## src/rtl/rom_win_pkg.sv

```systemverilog
package rom_win_pkg;
  localparam int unsigned WIDE_AW   = 32;
  localparam int unsigned NARROW_AW = 24;
  localparam int unsigned UP_LSB    = 17;
  localparam int unsigned UP_MSB    = 23;
  localparam int unsigned UP_W      = UP_MSB - UP_LSB + 1;
  // 128 KB block tags (address >> 17)
  localparam logic [14:0] TAG_BASE  = 15'h0007;
  localparam logic [14:0] TAG_TOP   = 15'h7FFF;
  localparam logic [14:0] TAG_M1M   = 15'h7FF7;
  // 512 KB block tag (address >> 19) holding the extended region
  localparam logic [12:0] TAG_EXT   = 13'h1FFF;
  localparam logic [UP_W-1:0] FORCE_L20 = UP_W'(1) << (20 - UP_LSB);
  localparam logic [UP_W-1:0] FORCE_EXT = UP_W'(4'hF) << (20 - UP_LSB);

  typedef struct packed {
    logic lo;
    logic hi;
    logic ext;
  } rom_en_t;
endpackage

```

## src/rtl/rom_cfg_regs.sv

```systemverilog
module rom_cfg_regs
  import rom_win_pkg::*;
#(
  parameter int unsigned HI_GATES = 2
) (
  input  logic                clk_i,
  input  logic                rst_ni,
  input  logic                lo_en_i,
  input  logic [HI_GATES-1:0] hi_gate_i,
  input  logic                ext_en_i,
  output rom_en_t             en_o
);
  logic [HI_GATES-1:0] gate_q;
  logic                lo_q, ext_q;

  always_ff @(posedge clk_i or negedge rst_ni) begin
    if (!rst_ni) begin
      lo_q   <= 1'b0;
      ext_q  <= 1'b0;
      gate_q <= '0;
    end else begin
      lo_q   <= lo_en_i;
      ext_q  <= ext_en_i;
      gate_q <= hi_gate_i;
    end
  end

  assign en_o.lo  = lo_q;
  assign en_o.hi  = &gate_q;
  assign en_o.ext = ext_q;
endmodule

```

## src/rtl/rom_wide_dec.sv

```systemverilog
module rom_wide_dec
  import rom_win_pkg::*;
(
  input  logic               clk_i,
  input  logic               rst_ni,
  input  rom_en_t            en_i,
  input  logic               valid_i,
  input  logic [WIDE_AW-1:0] addr_i,
  input  logic               burst_rd_i,
  output logic               fwd_o,
  output logic [UP_W-1:0]    upper_o,
  output logic               disc_o
);
  logic [14:0] tag;
  logic        in_base, in_top, in_m1m, in_ext, half_hi, win_ok;
  logic [15:0] unused_lo;

  assign tag       = addr_i[WIDE_AW-1:UP_LSB];
  assign half_hi   = addr_i[16];
  assign unused_lo = addr_i[15:0];
  assign in_base   = (tag == TAG_BASE);
  assign in_top    = (tag == TAG_TOP);
  assign in_m1m    = (tag == TAG_M1M);
  // 0xFFF80000-0xFFFDFFFF: the 512 KB block minus its top 128 KB
  assign in_ext    = (addr_i[WIDE_AW-1:19] == TAG_EXT) && (addr_i[18:17] != 2'b11);

  always_comb begin
    win_ok = 1'b0;
    if (in_base || in_top || in_m1m) win_ok = half_hi ? en_i.hi : en_i.lo;
    else if (in_ext)                 win_ok = en_i.ext;
  end

  assign fwd_o  = valid_i && win_ok;
  assign disc_o = fwd_o && burst_rd_i;

  always_comb begin
    upper_o = '0;
    if (fwd_o) begin
      upper_o = addr_i[UP_MSB:UP_LSB];
      if (in_m1m) upper_o = upper_o | FORCE_L20;
      if (in_ext) upper_o = upper_o | FORCE_EXT;
    end
  end

  AST_DISC_NEEDS_FWD: assert property (@(posedge clk_i) disable iff (!rst_ni)
    disc_o |-> (fwd_o && burst_rd_i));
  AST_FWD_NEEDS_VALID: assert property (@(posedge clk_i) disable iff (!rst_ni)
    fwd_o |-> valid_i);
endmodule

```

## src/rtl/rom_narrow_dec.sv

```systemverilog
module rom_narrow_dec
  import rom_win_pkg::*;
(
  input  logic                 clk_i,
  input  logic                 rst_ni,
  input  rom_en_t              en_i,
  input  logic                 valid_i,
  input  logic [NARROW_AW-1:0] addr_i,
  input  logic                 refresh_i,
  input  logic                 dma_i,
  output logic                 cs_o
);
  logic        in_win, half_ok;
  logic [15:0] unused_lo;

  assign unused_lo = addr_i[15:0];
  assign in_win    = (addr_i[NARROW_AW-1:UP_LSB] == TAG_BASE[NARROW_AW-UP_LSB-1:0]);
  assign half_ok   = addr_i[16] ? en_i.hi : en_i.lo;
  assign cs_o      = valid_i && !refresh_i && !dma_i && in_win && half_ok;

  AST_NARROW_SUPPRESS: assert property (@(posedge clk_i) disable iff (!rst_ni)
    (refresh_i || dma_i) |-> !cs_o);
endmodule

```

## src/rtl/rom_win_dec.sv

```systemverilog
module rom_win_dec
  import rom_win_pkg::*;
#(
  parameter int unsigned HI_GATES = 2
) (
  input  logic                 clk_i,
  input  logic                 rst_ni,
  input  logic                 cfg_lo_en_i,
  input  logic [HI_GATES-1:0]  cfg_hi_gate_i,
  input  logic                 cfg_ext_en_i,
  input  logic                 w_valid_i,
  input  logic [WIDE_AW-1:0]   w_addr_i,
  input  logic                 w_burst_rd_i,
  input  logic                 n_valid_i,
  input  logic [NARROW_AW-1:0] n_addr_i,
  input  logic                 n_refresh_i,
  input  logic                 n_dma_i,
  output logic                 fwd_o,
  output logic                 rom_cs_o,
  output logic [6:0]           n_upper_o,
  output logic                 disc_o
);
  rom_en_t en;
  logic    n_cs;

  rom_cfg_regs #(.HI_GATES(HI_GATES)) u_cfg (
    .clk_i, .rst_ni,
    .lo_en_i(cfg_lo_en_i), .hi_gate_i(cfg_hi_gate_i), .ext_en_i(cfg_ext_en_i),
    .en_o(en)
  );

  rom_wide_dec u_wide (
    .clk_i, .rst_ni, .en_i(en),
    .valid_i(w_valid_i), .addr_i(w_addr_i), .burst_rd_i(w_burst_rd_i),
    .fwd_o(fwd_o), .upper_o(n_upper_o), .disc_o(disc_o)
  );

  rom_narrow_dec u_narrow (
    .clk_i, .rst_ni, .en_i(en),
    .valid_i(n_valid_i), .addr_i(n_addr_i),
    .refresh_i(n_refresh_i), .dma_i(n_dma_i), .cs_o(n_cs)
  );

  assign rom_cs_o = fwd_o || n_cs;

  AST_NARROW_NO_FWD: assert property (@(posedge clk_i) disable iff (!rst_ni)
    (n_valid_i && !w_valid_i) |-> (!fwd_o && !disc_o));
  AST_IDLE_UPPER_ZERO: assert property (@(posedge clk_i) disable iff (!rst_ni)
    !fwd_o |-> (n_upper_o == 7'd0));
  AST_M1M_LINE20: assert property (@(posedge clk_i) disable iff (!rst_ni)
    (fwd_o && w_addr_i[31:17] == 15'h7FF7) |-> n_upper_o[3]);
  AST_EXT_LINES_HIGH: assert property (@(posedge clk_i) disable iff (!rst_ni)
    (fwd_o && w_addr_i[31:19] == 13'h1FFF) |-> (n_upper_o[6:3] == 4'hF));
endmodule

```

## config.mk

```make
export PLATFORM = sky130hd
export DESIGN_NAME = rom_win_dec
export DESIGN_NICKNAME = d
export VERILOG_FILES = /design/src/rtl/rom_win_pkg.sv /design/src/rtl/rom_cfg_regs.sv /design/src/rtl/rom_wide_dec.sv /design/src/rtl/rom_narrow_dec.sv /design/src/rtl/rom_win_dec.sv
export SDC_FILE = /design/constraint.sdc
export NUM_CORES = 1
export LEC_CHECK = 0
export BUFFER_PORTS_ARGS = -buffer_cell sky130_fd_sc_hd__buf_2
export CORE_MARGIN = 2
export CORE_UTILIZATION = 24
export CTS_CLUSTER_DIAMETER = 50
export DETAILED_ROUTE_END_ITERATION = 10
export HOLD_SLACK_MARGIN = 0.1
export PLACE_DENSITY = 0.78
export SYNTH_ARGS = -nofsm -noshare
export SYNTH_HDL_FRONTEND = slang
export SYNTH_SLANG_ARGS = --single-unit
```

## constraint.sdc

```tcl
create_clock -name clk_i -period 1.3 [get_ports clk_i]
set_clock_uncertainty 0.1 [all_clocks]
set_input_delay 0.195 -clock clk_i [delete_from_list [all_inputs] [get_ports clk_i]]
set_output_delay 0.195 -clock clk_i [all_outputs]
set_load 0.02 [all_outputs]
```

**Word level (Yosys, flattened, before mapping)**

Index checks and enable logic that the tools add are counted.

- Register bits: 4
- Logic and storage cells: 29
- Output and inout bits: 10
- Input port bits: 67

- Eq/ne operators: 6
- Multiplexer cells: 7
- Reductions and logical operators: 13

Operators by type and width:

| operator | number |
|---|---|
| $eq 15x15->1 const B | 2 |
| $eq 15x3->1 const B | 1 |
| $mux 7 | 2 |
| $eq 13x13->1 const B | 1 |
| $eq 7x3->1 const B | 1 |
| $logic_and 1x1->1 | 7 |
| $mux 1 | 4 |
| $mux 4 | 1 |
| $logic_or 1x1->1 | 3 |
| $logic_not 1->1 | 2 |
| $ne 2x2->1 const B | 1 |
| $reduce_and 2->1 | 1 |

**Logic depth before layout (Yosys ltp)**

Gate-level depths: netlist of run 1.

- Word-level depth: 6
- Depth in mapped cells: 4
- Depth with buffers taken out: 4

**By module**

From an unflattened synthesis of run 1, not the netlist that was laid out.

- Cell total of the unflattened synthesis: 42
- Area total of the unflattened synthesis: 401.6 um2

Modules (own cells, without submodules):

| module | sequential area each (um2) | area each (um2) | cells each | instances |
|---|---|---|---|---|
| rom_wide_dec | 0.0 | 235.2 | 29 | 1 |
| rom_cfg_regs | 100.1 | 121.4 | 7 | 1 |
| rom_narrow_dec | 0.0 | 38.8 | 5 | 1 |
| rom_win_dec | 0.0 | 6.3 | 1 | 1 |

**Worst setup path after synthesis of run 1**

OpenSTA, ideal clock, no wires.

- Path type: input-to-output
- Start: in w_addr_i[25]
- End: out n_upper_o[0]
- Setup slack: -0.250 ns
- Data required time: 1.005 ns
- Path buffers: 0
- Data arrival time: 1.255 ns
- Stages on the path: 4
- Cells stage by stage: nand4_2 -> nor4_4 -> nand3_4 -> a21boi_1

- Word-level cells in the longest chain between the ends: 6
- Elaborated cells between the ends (all ways): 11
- Classes of those cells: eq/ne: 4; mux: 3; reduce/logical: 4

RTL lines:

| item | RTL line | text |
|---|---|---|
| start: declaration | rom_win_dec.sv:12 | `input logic [WIDE_AW-1:0] w_addr_i,` |
| $eq 13x13->1, or another cell as far along | rom_wide_dec.sv:25 | `assign in_ext = (addr_i[WIDE_AW-1:19] == TAG_EXT) && (addr_i[18:17] != 2'b11);` |
| $logic_and 1x1->1 or $logic_or 1x1->1 (tied branches) | rom_wide_dec.sv:25, rom_wide_dec.sv:29 |  |
| $mux 1 or $logic_or 1x1->1 (tied branches) | rom_wide_dec.sv:30, rom_wide_dec.sv:29 |  |
| $mux 1 (*) | rom_wide_dec.sv:29 | `if (in_base \|\| in_top \|\| in_m1m) win_ok = half_hi ? en_i.hi : en_i.lo;` |
| $logic_and 1x1->1 (*) | rom_wide_dec.sv:33 | `assign fwd_o = valid_i && win_ok;` |
| $mux 7 (*) | rom_wide_dec.sv:38 | `if (fwd_o) begin` |
| end: declaration | rom_win_dec.sv:20 | `output logic [6:0] n_upper_o,` |

Every way passes the cells marked *; elsewhere a longest branch is shown, timed or not.

**Final worst setup path of run 1**

- Start: reg u_cfg.gate_q[1]
- End: out fwd_o

- Word-level cells in the longest chain between the ends: 4

RTL lines:

| item | RTL line | text |
|---|---|---|
| start: declaration | rom_cfg_regs.sv:13 | `logic [HI_GATES-1:0] gate_q;` |
| start signal: assignment | rom_cfg_regs.sv:24 | `gate_q <= hi_gate_i;` |
| $reduce_and 2->1 | rom_cfg_regs.sv:29 | `assign en_o.hi = &gate_q;` |
| $mux 1 (2 in series) | rom_wide_dec.sv:29 |  |
| $logic_and 1x1->1 | rom_wide_dec.sv:33 |  |
| end: declaration | rom_win_dec.sv:18 | `output logic fwd_o,` |

No other way between the ends.

==> results of run 1 <==
==> power groups by stage <==
stage	Clock [mW]	Sequential [mW]	Combinational, mW
finish	0.160	0.135	0.166
global route	0.183	0.135	0.177
CTS	0.156	0.134	0.154
floorplan	0	0.135	0.0284
global placement	0	0.136	0.110
detailed placement	0	0.136	0.114
==> state kept, by name, summed over array words and instances (netlist names) <==
signal        cells
u_cfg.lo_q        1
u_cfg.ext_q       1
u_cfg.gate_q      2
==> Yosys cell counts, drive strengths merged <==
library cell / instances / area (µm²)
nand2: 8 / 30.0
nor2: 1 / 3.75
o211ai: 1 / 12.5
nand3: 6 / 47.6
nand4b: 1 / 8.76
and4: 1 / 8.76
a21oi: 2 / 10.0
inv: 1 / 3.75
dfrtp: 4 / 100
and4b: 1 / 10.0
a21boi: 6 / 48.8
nor3: 1 / 5.00
nor4b: 1 / 8.76
nor4: 5 / 61.3
o21ai: 2 / 10.0
nand4: 2 / 18.8
==> cell type report <==
cell class,count,area share [%]
multi-input combinational,40,40.3
timing repair buffer,60,45.5
sequential,4,9.71
tap,16,1.94
inverter,1,0.364
clock buffer,3,2.18
==> what timing repair did <==
item / CTS / global route
endpoints found under the hold margin: 8 / 0
gates cloned: 2 / 0
pin swaps: 16 / 12
hold buffers: 5 / 0
buffers inserted: 3 / 2
setup endpoints to repair: 10 / 10
gates resized for setup: 33 / 13
==> kinds of logic (layout without fill, tap and decap cells) <==
| group | count (synthesis) | in the layout |
|---|---|---|
| AND/OR/NAND/NOR | 27 | 28 |
| AO/OA/AOI/OAI | 11 | 12 |
| flip-flops | 4 | 4 |
| buffers and inverters | 1 | 64 |
==> layout by cell type, fill, tap and decap left out, drive strengths merged <==
cell type	n
buf	55
nand2	8
nand3	7
a21boi	6
dlygate4sd3	5
nor4	5
dfrtp	4
clkbuf	3
o21ai	2
o211ai	2
nand4	2
a21oi	2
nor3	1
and4b	1
and4	1
inv	1
nor4b	1
nor2	1
nand4b	1
==> metal layers <==
layer  share of wire (%)  global-route usage, %
met4                 1.4                   6.06
met3                 6.9                   6.12
met5                   0                      0
met2                  55                   35.3
met1                  37                   19.2
==> worst min-delay path by stage <==
stage / from / endpoint / slack, ns / cells past startpoint
floorplan: rst_ni / u_cfg.ext_q / -0.20 / 0
global placement: rst_ni / u_cfg.gate_q[0] / -0.1 / 1
detailed placement: rst_ni / u_cfg.gate_q[1] / -0.1 / 1
CTS: rst_ni / u_cfg.gate_q[0] / 0.20 / 2
global route: rst_ni / u_cfg.lo_q / 0.21 / 2
finish: rst_ni / u_cfg.lo_q / 0.20 / 2
==> stage by stage <==
| step | total power [mW] | setup TNS (ns) | utilization, % |
|---|---|---|---|
| 2_1_floorplan | 0.164 | -1.21 | - |
| 5_1_grt | 0.495 | -4.07 | 68.4 |
| 6_report | 0.461 | -3.20 | 68.4 |
| 3_5_place_dp | 0.250 | -3.43 | 47.7 |
| 4_1_cts | 0.443 | -2.86 | 63.5 |
| 3_3_place_gp | 0.245 | -3.36 | 47.7 |
==> impl_metrics.xml, run 1 <==
<?xml version="1.0" encoding="UTF-8"?>
<metrics>
  <group name="pwr">
    <metric name="p_comb_share" unit="%">36.0</metric>
    <metric name="pwr-share-seq" unit="%">29.2</metric>
    <metric name="fraction_of_power_spent_switching_nets" unit="%">29.0</metric>
    <metric name="irDropWorstVdd" unit="mV">0.544</metric>
    <metric name="power-per-cell-area" unit="nW/µm²">447</metric>
    <metric name="clkPwrFrac" unit="%">34.8</metric>
    <metric name="internal-power" unit="mW">0.328</metric>
    <metric name="p_switching" unit="mW">0.134</metric>
    <metric name="leakage" unit="nW">0.474</metric>
  </group>
  <group name="cells_and_area">
    <metric name="postLayoutCellArea" unit="µm²">1030</metric>
    <metric name="layoutNonFillerInstCount" unit="">124</metric>
    <metric name="final_layout_size_suffix_gt1_share" unit="%">75.9</metric>
    <metric name="final_net_count" unit="">177</metric>
    <metric name="antenna_cells_inserted" unit="">0</metric>
    <metric name="multi_input_comb_area" unit="µm²">415</metric>
    <metric name="layout-area-overhead-vs-synth" unit="%">166</metric>
    <metric name="sequential_area" unit="µm²">100</metric>
    <metric name="fillCellCount" unit="">123</metric>
  </group>
  <group name="detailed_routing">
    <metric name="detailed_routing_iterations_pass_1" unit="">4</metric>
    <metric name="detail_route.wirelength" unit="µm">1870</metric>
    <metric name="drt-vias-per-instance" unit="">5.27</metric>
    <metric name="drt_drc_violations_left" unit="">0</metric>
    <metric name="antenna_violating_nets_post_route" unit="">0</metric>
    <metric name="num_vias" unit="">653</metric>
    <metric name="detail_route.iter0.violations" unit="">5</metric>
    <metric name="wl_per_cell" unit="µm">15.1</metric>
  </group>
  <group name="placed_design">
    <metric name="buffer_ports.inserted" unit="">44</metric>
    <metric name="dpl.hpwl" unit="µm">1090</metric>
    <metric name="dpl_cell_area" unit="µm²">718</metric>
    <metric name="place_worst_setup_slack" unit="ns">-0.380</metric>
    <metric name="placedCellCount" unit="">109</metric>
    <metric name="finalWeightedCongestion" unit="">0.706</metric>
  </group>
  <group name="synth">
    <metric name="netlist_area" unit="µm²">388</metric>
    <metric name="synth_simple_gate_area_share" unit="%">52.3</metric>
    <metric name="ys_seq_elements" unit="">4</metric>
    <metric name="syn_inst" unit="">43</metric>
    <metric name="synth_compound_area_share" unit="%">21.0</metric>
    <metric name="syn_avg_cell_area" unit="µm²">9.02</metric>
    <metric name="postSynthNetCount" unit="">110</metric>
    <metric name="ys_types" unit="">21</metric>
    <metric name="ys_seq_area_share" unit="%">25.8</metric>
    <metric name="yosysWarningCount" unit="">0</metric>
    <metric name="synth_xor_area_share" unit="%">0</metric>
    <metric name="synth_adder_area_share" unit="%">0</metric>
    <metric name="muxShareOfSynthArea" unit="%">0</metric>
    <metric name="largest_family_of_logic_cells_by_synthesized_area" unit="">simple AND/OR/NAND/NOR gates</metric>
  </group>
  <group name="floorplanning">
    <metric name="pin_count" unit="">77</metric>
    <metric name="die_height" unit="µm">44.2</metric>
    <metric name="floorplan.die.width" unit="µm">44.2</metric>
    <metric name="std_cell_rows" unit="">14</metric>
    <metric name="core_area" unit="µm²">1510</metric>
    <metric name="start_util" unit="%">25.7</metric>
    <metric name="dieArea" unit="µm²">1950</metric>
  </group>
  <group name="timing">
    <metric name="maxSlewViolCount" unit="">0</metric>
    <metric name="tightest_slew" unit="ns">0.277</metric>
    <metric name="rsz0062_at_grt" unit="">true</metric>
    <metric name="finalHoldViolations" unit="">0</metric>
    <metric name="crit_path_time_final" unit="ns">1.66</metric>
    <metric name="whs" unit="ns">0.199</metric>
    <metric name="finalWorstSetupSlack" unit="ns">-0.356</metric>
    <metric name="share_of_the_cycle_needed_by_the_critical_path_after_routing" unit="%">127</metric>
    <metric name="maxClockFrequency" unit="GHz">0.604</metric>
    <metric name="setup_violations" unit="">10</metric>
    <metric name="slew_headroom" unit="%">81.4</metric>
  </group>
  <group name="critical_path">
    <metric name="timing.critical_path.slowest_stage_cell" unit="">dfrtp_1</metric>
    <metric name="crit_chain" unit="">nand3_1 &gt; o21ai_1 &gt; buf_4 &gt; o211ai_4 &gt; buf_4 &gt; nand2_2 &gt; buf_6</metric>
    <metric name="cp.depth" unit="">7</metric>
    <metric name="endpoint" unit="">fwd_o</metric>
    <metric name="critPathTopFamily" unit="">buffers and inverters</metric>
    <metric name="setup.worst_path.class" unit="">reg2out</metric>
    <metric name="startpoint_type" unit="">flip-flop</metric>
    <metric name="worst_ep_arrival_time" unit="ns">1.36</metric>
    <metric name="path_buf_inv" unit="">3</metric>
    <metric name="worst_path_most_repeated_cell" unit="">buf_4</metric>
    <metric name="worst_setup_path_startpoint" unit="">u_cfg.gate_q[1]</metric>
    <metric name="critical_path.endpoint_type" unit="">output pin</metric>
    <metric name="required" unit="ns">1.00</metric>
    <metric name="critical_path_peak_fanout" unit="">4</metric>
    <metric name="critical-path-max-stage-delay" unit="ns">0.37</metric>
  </group>
  <group name="global_routing">
    <metric name="gr-usage-all-layers" unit="%">18.7</metric>
    <metric name="grt-ovfl-total" unit="">0</metric>
    <metric name="global_route_wire_length_before_repair" unit="µm">2770</metric>
    <metric name="antenna_found_initial" unit="">0</metric>
    <metric name="grt_pass1_vias" unit="">683</metric>
    <metric name="grt_start_max_net_pins" unit="">6</metric>
  </group>
  <group name="cts">
    <metric name="clockBufferDepth" unit="">2</metric>
    <metric name="cts-buffers-inserted" unit="">3</metric>
    <metric name="cts_tree" unit="">yes</metric>
    <metric name="cts-root-buf" unit="">clkbuf_4</metric>
    <metric name="worst_setup_hold_path_clk_slew" unit="ns">0.04</metric>
    <metric name="h-tree-depth" unit="">1</metric>
    <metric name="clock-sinks" unit="">4</metric>
  </group>
  <group name="flow_run">
    <metric name="max_cap_violations" unit="">0</metric>
  </group>
  <group name="worst_hold_path">
    <metric name="hp-class" unit="">in2async</metric>
  </group>
  <group name="run_status">
    <metric name="status" unit="">finished, violations left</metric>
    <metric name="violations" unit="">setup timing</metric>
  </group>
</metrics>
(Power assumes the default switching activity.)
==> run 2: changes to the inputs <==
--- a/config.mk
+++ b/config.mk
@@ -6,12 +6,14 @@
 export NUM_CORES = 1
 export LEC_CHECK = 0
 export BUFFER_PORTS_ARGS = -buffer_cell sky130_fd_sc_hd__buf_2
-export CORE_MARGIN = 2
-export CORE_UTILIZATION = 24
+export CELL_PAD_IN_SITES_DETAIL_PLACEMENT = 1
+export CELL_PAD_IN_SITES_GLOBAL_PLACEMENT = 1
+export CORE_ASPECT_RATIO = 2
+export CORE_UTILIZATION = 13
 export CTS_CLUSTER_DIAMETER = 50
 export DETAILED_ROUTE_END_ITERATION = 10
 export HOLD_SLACK_MARGIN = 0.1
-export PLACE_DENSITY = 0.78
+export PLACE_DENSITY_LB_ADDON = 0.1
 export SYNTH_ARGS = -nofsm -noshare
 export SYNTH_HDL_FRONTEND = slang
 export SYNTH_SLANG_ARGS = --single-unit
==> run 2 against run 1 <==
  * The flow still finishes with violations (setup timing)
  * Maximum frequency is 2.2% higher
  * Largest cell class unchanged
  * First-iteration DRC count stayed put
  * Non-clock buffer count is 4 higher
  * Clock-buffer cell count stayed put
  * Cell area is 11% higher
  * Final cell count is 14% higher
  * Clock power is 62% higher
  * Critical endpoint is now n_upper_o[1]
  * Hold slack better by 0.035 ns
  * Sequential share of layout area is 0.93 points lower
==> impl_metrics.xml, run 2 (synthesis results as in run 1) <==
<?xml version="1.0" encoding="UTF-8"?>
<metrics>
  <group name="run_status">
    <metric name="status" unit="">finished, violations left</metric>
    <metric name="violations" unit="">setup timing</metric>
  </group>
  <group name="detailed_routing">
    <metric name="wl_per_cell" unit="µm">13.9</metric>
    <metric name="drt_drc_violations_left" unit="">0</metric>
    <metric name="drt-vias-per-instance" unit="">4.56</metric>
    <metric name="detail_route.iter0.violations" unit="">5</metric>
    <metric name="detailed_routing_iterations_pass_1" unit="">2</metric>
    <metric name="num_vias" unit="">643</metric>
    <metric name="detail_route.wirelength" unit="µm">1960</metric>
    <metric name="antenna_violating_nets_post_route" unit="">0</metric>
  </group>
  <group name="global_routing">
    <metric name="global_route_wire_length_before_repair" unit="µm">2870</metric>
    <metric name="gr-usage-all-layers" unit="%">13.2</metric>
    <metric name="antenna_found_initial" unit="">0</metric>
    <metric name="grt_pass1_vias" unit="">696</metric>
    <metric name="grt_start_max_net_pins" unit="">6</metric>
    <metric name="grt-ovfl-total" unit="">0</metric>
  </group>
  <group name="timing">
    <metric name="slew_headroom" unit="%">78.0</metric>
    <metric name="setup_violations" unit="">10</metric>
    <metric name="tightest_slew" unit="ns">0.326</metric>
    <metric name="maxClockFrequency" unit="GHz">0.618</metric>
    <metric name="crit_path_time_final" unit="ns">1.62</metric>
    <metric name="finalWorstSetupSlack" unit="ns">-0.319</metric>
    <metric name="finalHoldViolations" unit="">0</metric>
    <metric name="rsz0062_at_grt" unit="">true</metric>
    <metric name="share_of_the_cycle_needed_by_the_critical_path_after_routing" unit="%">125</metric>
    <metric name="maxSlewViolCount" unit="">0</metric>
  </group>
  <group name="pwr">
    <metric name="power-per-cell-area" unit="nW/µm²">520</metric>
    <metric name="leakage" unit="nW">0.511</metric>
    <metric name="irDropWorstVdd" unit="mV">0.588</metric>
  </group>
  <group name="critical_path">
    <metric name="endpoint" unit="">n_upper_o[1]</metric>
    <metric name="timing.critical_path.slowest_stage_cell" unit="">dfrtp_1</metric>
    <metric name="critical-path-max-stage-delay" unit="ns">0.33</metric>
    <metric name="worst_ep_arrival_time" unit="ns">1.32</metric>
    <metric name="critical_path.endpoint_type" unit="">output pin</metric>
    <metric name="worst_setup_path_startpoint" unit="">u_cfg.ext_q</metric>
    <metric name="setup.worst_path.class" unit="">reg2out</metric>
    <metric name="cp.depth" unit="">5</metric>
    <metric name="critical_path_peak_fanout" unit="">4</metric>
    <metric name="required" unit="ns">1.00</metric>
    <metric name="crit_chain" unit="">nand2_2 &gt; a21oi_4 &gt; nand3_2 &gt; a21boi_2 &gt; buf_4</metric>
    <metric name="startpoint_type" unit="">flip-flop</metric>
    <metric name="critPathTopFamily" unit="">compound AO/OA/AOI/OAI gates</metric>
    <metric name="path_buf_inv" unit="">1</metric>
  </group>
  <group name="placed_design">
    <metric name="finalWeightedCongestion" unit="">0.587</metric>
    <metric name="dpl_cell_area" unit="µm²">764</metric>
    <metric name="dpl.hpwl" unit="µm">1400</metric>
    <metric name="place_worst_setup_slack" unit="ns">-0.459</metric>
    <metric name="buffer_ports.inserted" unit="">44</metric>
  </group>
  <group name="floorplanning">
    <metric name="start_util" unit="%">13.8</metric>
    <metric name="die_height" unit="µm">79.3</metric>
    <metric name="core_area" unit="µm²">2800</metric>
    <metric name="std_cell_rows" unit="">27</metric>
    <metric name="floorplan.die.width" unit="µm">40.6</metric>
    <metric name="pin_count" unit="">77</metric>
    <metric name="dieArea" unit="µm²">3220</metric>
  </group>
  <group name="cells_and_area">
    <metric name="final_layout_size_suffix_gt1_share" unit="%">80.4</metric>
    <metric name="final_net_count" unit="">181</metric>
    <metric name="reg.largest.list" unit="">u_cfg.gate_q (2), u_cfg.ext_q (1), u_cfg.lo_q (1)</metric>
    <metric name="layout.cells.most_common_list" unit="">buf_2 (22), buf_4 (20), buf_6 (16), a21boi_2 (6), dlygate4sd3_1 (5)</metric>
    <metric name="final_core_utilization" unit="%">40.7</metric>
    <metric name="layout-area-overhead-vs-synth" unit="%">194</metric>
    <metric name="regMostFlops" unit="">u_cfg.gate_q</metric>
    <metric name="postLayoutCellArea" unit="µm²">1140</metric>
    <metric name="layout.cells.most_common" unit="">buf_2</metric>
    <metric name="fillCellCount" unit="">336</metric>
    <metric name="antenna_cells_inserted" unit="">0</metric>
    <metric name="largest_register_ffs" unit="">2</metric>
  </group>
  <group name="cts">
    <metric name="clockBufferDepth" unit="">2</metric>
    <metric name="h-tree-depth" unit="">1</metric>
    <metric name="clock-sinks" unit="">4</metric>
    <metric name="worst_setup_hold_path_clk_slew" unit="ns">0.03</metric>
    <metric name="cts-root-buf" unit="">clkbuf_8</metric>
    <metric name="cts-buffers-inserted" unit="">3</metric>
    <metric name="cts_tree" unit="">yes</metric>
  </group>
  <group name="worst_hold_path">
    <metric name="hp-class" unit="">in2async</metric>
  </group>
  <group name="flow_run">
    <metric name="max_cap_violations" unit="">0</metric>
  </group>
</metrics>
run 2: cell types whose count changed in the layout (fill, tap and decap cells not counted), moves of 2 or more:
| cell | before | now |
|---|---|---|
| nor4_2 | 3 | 1 |
| nor4_4 | 2 | 4 |
| clkbuf_4 | 3 | 0 |
| buf_6 | 19 | 16 |
| buf_2 | 26 | 22 |
| nand2_1 | 6 | 4 |
| buf_4 | 10 | 20 |
| clkbuf_8 | 0 | 3 |
| nand2_2 | 1 | 3 |
run 2: where the power goes:
group | total (mW) | leakage (nW) | switching [mW] | internal (mW)
combinational | 0.199 | 0.443 | 0.0818 | 0.117
clock | 0.259 | 0.0216 | 0.0623 | 0.197
sequential | 0.135 | 0.0466 | 0.00330 | 0.132
run 2: timing repair:
action,4_1_cts,5_1_grt
setup buffers,5,0
hold endpoints to repair,8,0
endpoints found under the setup margin,10,10
pin swaps,18,9
resized for setup,45,9
gates cloned,2,0
hold buffers,5,0
run 2: final cells by class:
cell class | instances | area, µm² | share of cell area, %
well taps | 29 | 36.3 | 3.18
clock buffers | 3 | 41.3 | 3.62
inverters | 1 | 3.75 | 0.329
flip-flops and latches | 4 | 100 | 8.78
repair buffers | 64 | 505 | 44.3
multi-input cells | 40 | 453 | 39.7
run 2: how the worst min path moves through the flow:
stage | to | slack (ns) | depth (start not counted)
floorplan | u_cfg.ext_q | -0.20 | 0
global placement | u_cfg.lo_q | -0.1 | 1
detailed placement | u_cfg.lo_q | -0.1 | 1
CTS | u_cfg.lo_q | 0.21 | 2
global route | u_cfg.ext_q | 0.25 | 2
finish | u_cfg.lo_q | 0.23 | 2
run 2: metrics by stage:
| step | instances | TNS (ns) | power [mW] | hold slack [ns] |
|---|---|---|---|---|
| after CTS | 141 | -2.96 | 0.597 | 0.208 |
| after global routing | 141 | -3.56 | 0.624 | 0.251 |
| after global placement | 126 | -4.20 | 0.259 | -0.0977 |
| final | 141 | -2.86 | 0.593 | 0.234 |
| after detailed placement | 126 | -4.16 | 0.261 | -0.0971 |
| after floorplan | 43 | -1.21 | 0.164 | -0.201 |
run 2: per-layer routing:
metal  global-route usage (%)  share of wire (%)  vias up  wire [µm]
met2                     27.3                 64       24       1270
met5                        0                  0        -          0
li1                         -                  -      313          -
met1                     9.52                 31      304        600
met4                     6.00                1.1        0         22
met3                     1.96                3.8        2         74
